==> config.mk <==
export PLATFORM = sky130hd
export DESIGN_NAME = xlat_perm_check
export DESIGN_NICKNAME = d
export VERILOG_FILES = /design/src/rtl/xlat_perm_pkg.sv /design/src/rtl/xlat_zone_sel.sv /design/src/rtl/xlat_data_eval.sv /design/src/rtl/xlat_inst_eval.sv /design/src/rtl/xlat_perm_check.sv
export SDC_FILE = /design/constraint.sdc
export NUM_CORES = 1
export LEC_CHECK = 0
export CAP_MARGIN = 20
export CELL_PAD_IN_SITES_DETAIL_PLACEMENT = 2
export CELL_PAD_IN_SITES_GLOBAL_PLACEMENT = 2
export CORE_ASPECT_RATIO = 0.8
export CORE_MARGIN = 2
export CORE_UTILIZATION = 16
export DETAILED_ROUTE_END_ITERATION = 8
export PLACE_DENSITY = 0.83
export SLEW_MARGIN = 40
export SYNTH_ARGS = -nofsm -noshare
export SYNTH_HDL_FRONTEND = slang
export SYNTH_SLANG_ARGS = --single-unit
==> constraint.sdc <==
create_clock -name clk -period 1 [get_ports clk]
set_input_delay 0.15 -clock clk [delete_from_list [all_inputs] [get_ports clk]]
set_output_delay 0.15 -clock clk [all_outputs]
set_load 0.1 [all_outputs]
==> src/rtl/xlat_perm_pkg.sv <==
package xlat_perm_pkg;

  localparam int unsigned CLS_W = 4;

  typedef enum logic [CLS_W-1:0] {
    CLS_FETCH  = 4'd0,
    CLS_LOAD   = 4'd1,
    CLS_STORE  = 4'd2,
    CLS_CZERO  = 4'd3,
    CLS_CFLUSH = 4'd4,
    CLS_CINV   = 4'd5,
    CLS_CCINV  = 4'd6,
    CLS_ICINV  = 4'd7,
    CLS_CTOUCH = 4'd8
  } acc_cls_e;

  typedef struct packed {
    logic dstor;
    logic istor;
    logic dmiss;
    logic imiss;
  } exc_flags_t;

  localparam logic [1:0] ZC_DENY  = 2'b00;
  localparam logic [1:0] ZC_ALL   = 2'b11;

endpackage

==> src/rtl/xlat_zone_sel.sv <==
module xlat_zone_sel #(
  parameter int unsigned IDX_W = 4,
  localparam int unsigned NUM_ZONES = 1 << IDX_W,
  localparam int unsigned ZPR_W = 2 * NUM_ZONES
) (
  input  logic [ZPR_W-1:0] zone_prot,
  input  logic [IDX_W-1:0] zone_idx,
  output logic [1:0]       zone_code
);

  logic [1:0] codes [NUM_ZONES];

  // Zone 0 occupies the most significant bit pair.
  for (genvar z = 0; z < NUM_ZONES; z++) begin : g_zone
    assign codes[z] = zone_prot[ZPR_W-1-2*z -: 2];
  end

  assign zone_code = codes[zone_idx];

endmodule

==> src/rtl/xlat_data_eval.sv <==
module xlat_data_eval
  import xlat_perm_pkg::*;
(
  input  acc_cls_e   cls,
  input  logic       user,
  input  logic       xlat_en,
  input  logic       hit,
  input  logic       wr_ok,
  input  logic       u0,
  input  logic       u0_en,
  input  logic [1:0] zcode,
  output logic       stor,
  output logic       miss
);

  logic data_cls, touch, zone_set, user_wr_set, priv_wr_set, wr_set;
  logic zone_deny, wr_override, wp_fault, u0_fault, active;

  always_comb begin
    data_cls = (cls != CLS_FETCH) && (cls <= CLS_CTOUCH);
    touch    = (cls == CLS_CTOUCH);

    zone_set    = (cls == CLS_LOAD)  || (cls == CLS_STORE) ||
                  (cls == CLS_CZERO) || (cls == CLS_CFLUSH) ||
                  (cls == CLS_ICINV);
    user_wr_set = (cls == CLS_STORE) || (cls == CLS_CZERO);
    priv_wr_set = user_wr_set || (cls == CLS_CINV) || (cls == CLS_CCINV);
    wr_set      = user ? user_wr_set : priv_wr_set;

    zone_deny   = user && (zcode == ZC_DENY) && zone_set;
    wr_override = user ? (zcode == ZC_ALL) : zcode[1];
    wp_fault    = wr_set && !wr_ok && !wr_override;
    u0_fault    = wr_set && u0 && u0_en;

    active = xlat_en && data_cls && !touch;
    miss   = active && !hit;
    stor   = active && hit && (zone_deny || wp_fault || u0_fault);
  end

endmodule

==> src/rtl/xlat_inst_eval.sv <==
module xlat_inst_eval
  import xlat_perm_pkg::*;
(
  input  acc_cls_e   cls,
  input  logic       user,
  input  logic       xlat_en,
  input  logic       hit,
  input  logic       ex_ok,
  input  logic       guarded,
  input  logic [1:0] zcode,
  output logic       stor,
  output logic       miss
);

  logic active, zone_deny, ex_override, ex_fault;

  always_comb begin
    active      = xlat_en && (cls == CLS_FETCH);
    zone_deny   = user && (zcode == ZC_DENY);
    ex_override = user ? (zcode == ZC_ALL) : zcode[1];
    ex_fault    = !ex_ok && !ex_override;
    miss        = active && !hit;
    stor        = active && hit && (zone_deny || ex_fault || guarded);
  end

endmodule

==> src/rtl/xlat_perm_check.sv <==
module xlat_perm_check
  import xlat_perm_pkg::*;
#(
  parameter int unsigned ZIDX_W = 4,
  localparam int unsigned ZPR_W = 2 * (1 << ZIDX_W)
) (
  input  logic              clk,
  input  logic              rst_n,
  input  logic              req_valid,
  input  logic [CLS_W-1:0]  req_cls,
  input  logic              req_user,
  input  logic              xlat_data_en,
  input  logic              xlat_inst_en,
  input  logic              look_hit,
  input  logic              pg_wr,
  input  logic              pg_ex,
  input  logic              pg_grd,
  input  logic              pg_u0,
  input  logic [ZIDX_W-1:0] pg_zone,
  input  logic [ZPR_W-1:0]  zone_prot,
  input  logic              u0_trap_en,
  output logic              rsp_valid,
  output logic              rsp_dstor,
  output logic              rsp_istor,
  output logic              rsp_dmiss,
  output logic              rsp_imiss
);

  acc_cls_e   cls;
  logic [1:0] zcode;
  logic       d_stor, d_miss, i_stor, i_miss;
  exc_flags_t flags_d, flags_q;
  logic       valid_d, valid_q, reg_en;

  assign cls = acc_cls_e'(req_cls);

  xlat_zone_sel #(.IDX_W(ZIDX_W)) zone_sel_i (
    .zone_prot (zone_prot),
    .zone_idx  (pg_zone),
    .zone_code (zcode)
  );

  xlat_data_eval data_eval_i (
    .cls     (cls),
    .user    (req_user),
    .xlat_en (xlat_data_en),
    .hit     (look_hit),
    .wr_ok   (pg_wr),
    .u0      (pg_u0),
    .u0_en   (u0_trap_en),
    .zcode   (zcode),
    .stor    (d_stor),
    .miss    (d_miss)
  );

  xlat_inst_eval inst_eval_i (
    .cls     (cls),
    .user    (req_user),
    .xlat_en (xlat_inst_en),
    .hit     (look_hit),
    .ex_ok   (pg_ex),
    .guarded (pg_grd),
    .zcode   (zcode),
    .stor    (i_stor),
    .miss    (i_miss)
  );

  // Next state: flags only alongside a sampled request.
  always_comb begin
    valid_d = req_valid;
    flags_d = '0;
    if (req_valid) begin
      flags_d.dstor = d_stor;
      flags_d.istor = i_stor;
      flags_d.dmiss = d_miss;
      flags_d.imiss = i_miss;
    end
    reg_en = req_valid || valid_q;
  end

  always_ff @(posedge clk or negedge rst_n) begin
    if (!rst_n) begin
      valid_q <= 1'b0;
      flags_q <= '0;
    end else if (reg_en) begin
      valid_q <= valid_d;
      flags_q <= flags_d;
    end
  end

  assign rsp_valid = valid_q;
  assign rsp_dstor = flags_q.dstor;
  assign rsp_istor = flags_q.istor;
  assign rsp_dmiss = flags_q.dmiss;
  assign rsp_imiss = flags_q.imiss;

endmodule

== After elaboration in Yosys (flattened, before gate mapping) ==
Index checks and enable logic that the tools add are counted.
Storage, ports and cells
  word-level logic and storage cells: 60
  flip-flop bits (word level): 5
  input bits: 52
  output and inout port bits: 5
Operators by class
  equality and inequality tests: 9
  mux-type cells: 6
  reductions and logical operators: 37
  bitwise operators: 1
  $lt $le $gt $ge: 2
Operator list (count)
  1-bit logical AND: 17
  4-bit by 3-bit equality test with 1-bit output, second input constant: 4
  1-bit logical OR: 12
  2-bit binary-select mux with 4-bit select: 1
  4-bit by 2-bit equality test with 1-bit output, second input constant: 2
  5-bit greater-or-equal comparator, second input constant: 1
  1-bit logical NOT: 5
  4-bit NOT with 5-bit output: 1
  4-bit by 1-bit equality test with 1-bit output, second input constant: 1
  4-bit equality test, second input constant: 1
  4-bit <= comparator, second input constant: 1
  4-bit logical NOT: 1
  2-bit two-way mux: 2
  4-bit two-way mux: 1
  4-bit nonzero test: 1
  2-bit equality test, second input constant: 1
  2-bit logical NOT: 1
  1-bit two-way mux: 2

== Logic depth before layout (Yosys ltp) ==
  word-level depth: 12
  gate-level depth with buffers: 6
  depth with buffers taken out: 5

== By module ==
From an unflattened synthesis, not the netlist that was laid out.
Unflattened totals
  cell total of the unflattened synthesis: 54
  area, all modules: 584.3 um^2
Modules (own cells, without submodules)
  xlat_zone_sel: sequential area each 0.0 um^2, area each 269.0 um^2, cells an instance 21, instances 1
  xlat_perm_check: sequential area each 125.1 um^2, area each 170.2 um^2, cells an instance 11, instances 1
  xlat_data_eval: sequential area each 0.0 um^2, area each 92.6 um^2, cells an instance 13, instances 1
  xlat_inst_eval: sequential area each 0.0 um^2, area each 52.6 um^2, cells an instance 9, instances 1

== Worst setup path before layout ==
Ideal clock, no wire load.
  path type: reg-to-reg
  start point: reg valid_q (netlist: rsp_valid)
  end point: reg flags_q (netlist bit rsp_dstor)
  cell stages (with the launch flop): 5
  arrival: 1.468 ns
  clock period less this slack: 1.592 ns
  setup time: 0.124 ns
  buffers on the path: 0
  data required time: 0.876 ns
  setup slack: -0.592 ns
  cell sequence: dfrtp_1 nor2_1 nand2_1 o31ai_1 a211o_1
On the way
  cells in the longest elaborated chain, start to end: 1
RTL lines
  from (decl): line xlat_perm_check.sv:33  | logic valid_d, valid_q, reg_en;
  from (signal assigned): line xlat_perm_check.sv:86  | valid_q <= valid_d;
  1-bit logical OR: line xlat_perm_check.sv:78  | reg_en = req_valid || valid_q;
  to (signal assigned): line xlat_perm_check.sv:87  | flags_q <= flags_d;
  to (decl): line xlat_perm_check.sv:32  | exc_flags_t flags_d, flags_q;
No other way between the ends.
A chain may end at the register's enable or synchronous reset.

== Final worst setup path ==
  start point: in pg_zone[1]
  end point: reg flags_q (netlist bit rsp_istor)
On the way
  cells in the longest elaborated chain, start to end: 12
  elaborated cells on any way between the ends: 14
  classes of those cells: eq/ne: 1; mux: 5; bitwise: 1; reduce/logical: 7
RTL lines
  from (decl): line xlat_perm_check.sv:19  | input logic [ZIDX_W-1:0] pg_zone,
  4-bit NOT with 5-bit output (not written as such) (*): line xlat_zone_sel.sv:18  | assign zone_code = codes[zone_idx];
  2-bit binary-select mux with 4-bit select (*): line xlat_zone_sel.sv:18
  2-bit two-way mux (not written as such) (*) (2 in a row): line xlat_zone_sel.sv:18
  2-bit equality test: line xlat_inst_eval.sv:20  | ex_override = user ? (zcode == ZC_ALL) : zcode[1];
  1-bit two-way mux: line xlat_inst_eval.sv:20
  1-bit logical NOT: line xlat_inst_eval.sv:21  | ex_fault = !ex_ok && !ex_override;
  1-bit logical AND: line xlat_inst_eval.sv:21
  1-bit logical OR (*) (2 in a row): line xlat_inst_eval.sv:23  | stor = active && hit && (zone_deny || ex_fault || guarded);
  1-bit logical AND (*): line xlat_inst_eval.sv:23
  4-bit two-way mux (*): line xlat_perm_check.sv:72  | if (req_valid) begin
Mark *: on every way between the ends. The rest lies on a longest branch, timed or not. The select of a mux whose other input is x is not followed.

==> reports/metrics.csv <==
stage;metric;value;unit
floorplanning;die area;4440;um2
synth;Ys Warns;0;
synth;cell area after synthesis;627;um2
placed_design;RePlAce Congestion;0.766;
floorplanning;Starting Density;0.166;
worst_setup_path;flop-to-flop setup slack;-60;ps
outcome;failing checks;negative setup slack;
placed_design;dpl ws;-1210;ps
route;routed via count;792;
clock_tree;H-tree depth;1;
worst_setup_path;CP Class;primary input to flip-flop;
worst_setup_path;Critical R2R Launch;rsp_valid$_DFFE_PN0P_;
synth;Syn Area/Cell;11.2;um2
power_and_ir_drop;VDD IR-drop max;0.000212;V
floorplanning;row count;20;
sta;Hold Worst Slack;163;ps
synth;EDFF count, synth;0;
finish;# nets final;182;
sta;Tmin final;1400;ps
sta;clk_skew;1.97;ps
global_route;first-pass GRT wire length;4390;um
sta;Slew HR;0.736;
global_route;gr usage total;0.133;
sta;RSZ-0062 raised after global routing;yes;
route;met2 WL;1640;um
synth;sequential area share after synthesis;0.200;
synth;library cells used by synthesis;30;
worst_setup_path;R2R depth;5;
sta;Max Clk Rate;714;MHz
synth;Synth Flop Type;dfrtp_1;
route;Avg Vias per Cell;4.30;
route;DR WL met3;111;um
worst_setup_path;CP required;1150;ps
synth;Async S/R FF share, synth;1.00;
outcome;outcome;finished, violations left;
route;DRC Markers;0;
clock_tree;total CTS buffers;3;
route;Detailed Route Iter0 Violations;5;
synth;Seq cells post-synth;5;
route;Top Layer Used;met4;
route;M1 WL;1080;um
finish;Area Overhead vs Synth;127;%
clock_tree;Clock Tree Buf Depth;2;
clock_tree;Root Buffer;clkbuf_8;
clock_tree;CTS sink cnt;5;
clock_tree;Reg clk slew, reported paths;40;ps
synth;synth cell count leaders;dfrtp_1, mux4_1, nand2_1;
floorplanning;die width;74.0;um
clock_tree;Worst-Skew Late Latency;220;ps
sta;Slew @ Worst Pin;395;ps
global_route;largest net degree at the start of global routing;6;
synth;Yosys top cell area share;0.210;
clock_tree;CTS tree;yes;
worst_setup_path;startpoint class of the critical path;primary input;
worst_setup_path;Worst EP arrival;1550;ps
worst_setup_path;crit end category;flip-flop;
synth;Mapped Cells;56;
finish;layout cells sized above 1;0.550;
worst_setup_path;Crit Path Max Fanout;5;
route;Routed wire per std cell;15.5;um
floorplanning;core area;3780;um2
sta;Final Max Tran Viols;0;
route;Routed Wire Length;2850;um
sta;Setup WS post-layout;-400;ps
floorplanning;io pins;57;
placed_design;# port buffers;56;
global_route;gr ovfl total;0;
worst_setup_path;reg-to-reg endpoint;rsp_dstor$_DFFE_PN0P_;
global_route;initial antenna violation count;0;
route;antenna-violating nets left;0;
power_and_ir_drop;leakage power;0.618;nW
route;DR pass1 iterations;4;
synth;Synth area leaders;mux4_1, dfrtp_1, mux4_2, mux2i_1, buf_6;
finish;ant diodes;0;
synth;syn nets;108;
sta;final setup violation count;4;
power_and_ir_drop;Power Density;763;nW/um2
sta;final hold violation count;0;
floorplanning;Die Span Y;60.0;um
job;Max-cap violations;0;
sta;fin crit share;1.40;
placed_design;Detail Placement HPWL;2410;um
min_path;Hold Crit Class;primary input to asynchronous set/reset pin;
global_route;vias in the first global route;904;
synth;dominant cell type by area after synthesis;mux4_1;
[final cells by class]
type                    count  area [um2]
flip-flops and latches      5         133
inverters                   2        8.76
well taps                  55        68.8
clock buffers               4        45.0
multi-input cells          45         508
fillers                   400        2350
repair buffers             73         662
[registers in the layout (all words and copies together) (netlist names)]
signal / cells
rsp_istor: 1
rsp_imiss: 1
rsp_dmiss: 1
rsp_valid: 1
rsp_dstor: 1
[worst max path at each step]
stage / from / endpoint / cells past startpoint
after CTS: pg_zone[1] / rsp_istor$_DFFE_PN0P_ / 6
after floorplan: pg_zone[1] / rsp_istor$_DFFE_PN0P_ / 6
final: pg_zone[1] / rsp_istor$_DFFE_PN0P_ / 6
after detailed placement: pg_zone[1] / rsp_istor$_DFFE_PN0P_ / 6
after global placement: pg_zone[1] / rsp_istor$_DFFE_PN0P_ / 6
after global routing: zone_prot[5] / rsp_istor$_DFFE_PN0P_ / 6
[critical path, stage by stage]
cell       delay (ps)
buf_8              90
mux4_2            500
mux2i_2           210
o2111ai_4         150
maj3_2            340
o21ai_2           110
[layer usage]
metal	vias up	global-route usage
met5	-	0
met4	0	0.0519
met3	2	0.0152
met2	29	0.261
met1	392	0.144
li1	369	-
[cells by family after synthesis]
family	after synthesis	synth area share
AOI/OAI and AO/OA	11	0.164
xor gates and xnor gates	1	0.0140
adders and majority gates	1	0.0180
buffers and inverters	6	0.0599
DFF	5	0.200
muxes	13	0.381
and+or+nand+nor	19	0.164
[power by group]
group	switching, mW	internal [mW]
Clock	0.0989	0.274
Combinational	0.205	0.294
Sequential	0.00537	0.211
[timing repair]
action | 4_1_cts | 5_1_grt
buffers inserted | 2 | 1
pin swaps | 8 | 5
setup endpoints to repair | 5 | 5
hold buffers | 0 | 0
resized for setup | 101 | 21
[per-stage QoR]
stage,setup TNS (ps),utilization,power (mW),instance area [um2],std cells
floorplan,-1030,-,0.412,647,56
global placement,-3090,0.370,0.697,1400,177
detailed placement,-3450,0.370,0.715,1400,177
CTS,-968,0.377,1.08,1430,183
global route,-1070,0.377,1.14,1430,184
finish,-873,0.377,1.09,1430,184
[layout by cell type (no fill, tap or decap), drive strengths merged, types with 2 or more instances in the layout]
cell / instances
buf: 33
dlygate4sd2: 12
clkdlybuf4s15: 11
clkbuf: 11
clkdlybuf4s50: 10
mux4: 7
nand2: 5
dfrtp: 5
mux2i: 4
nor3: 4
nor2: 3
mux2: 2
a21oi: 2
nor3b: 2
a22oi: 2
o21ai: 2
No activity file was read; power rests on OpenSTA's default activity.
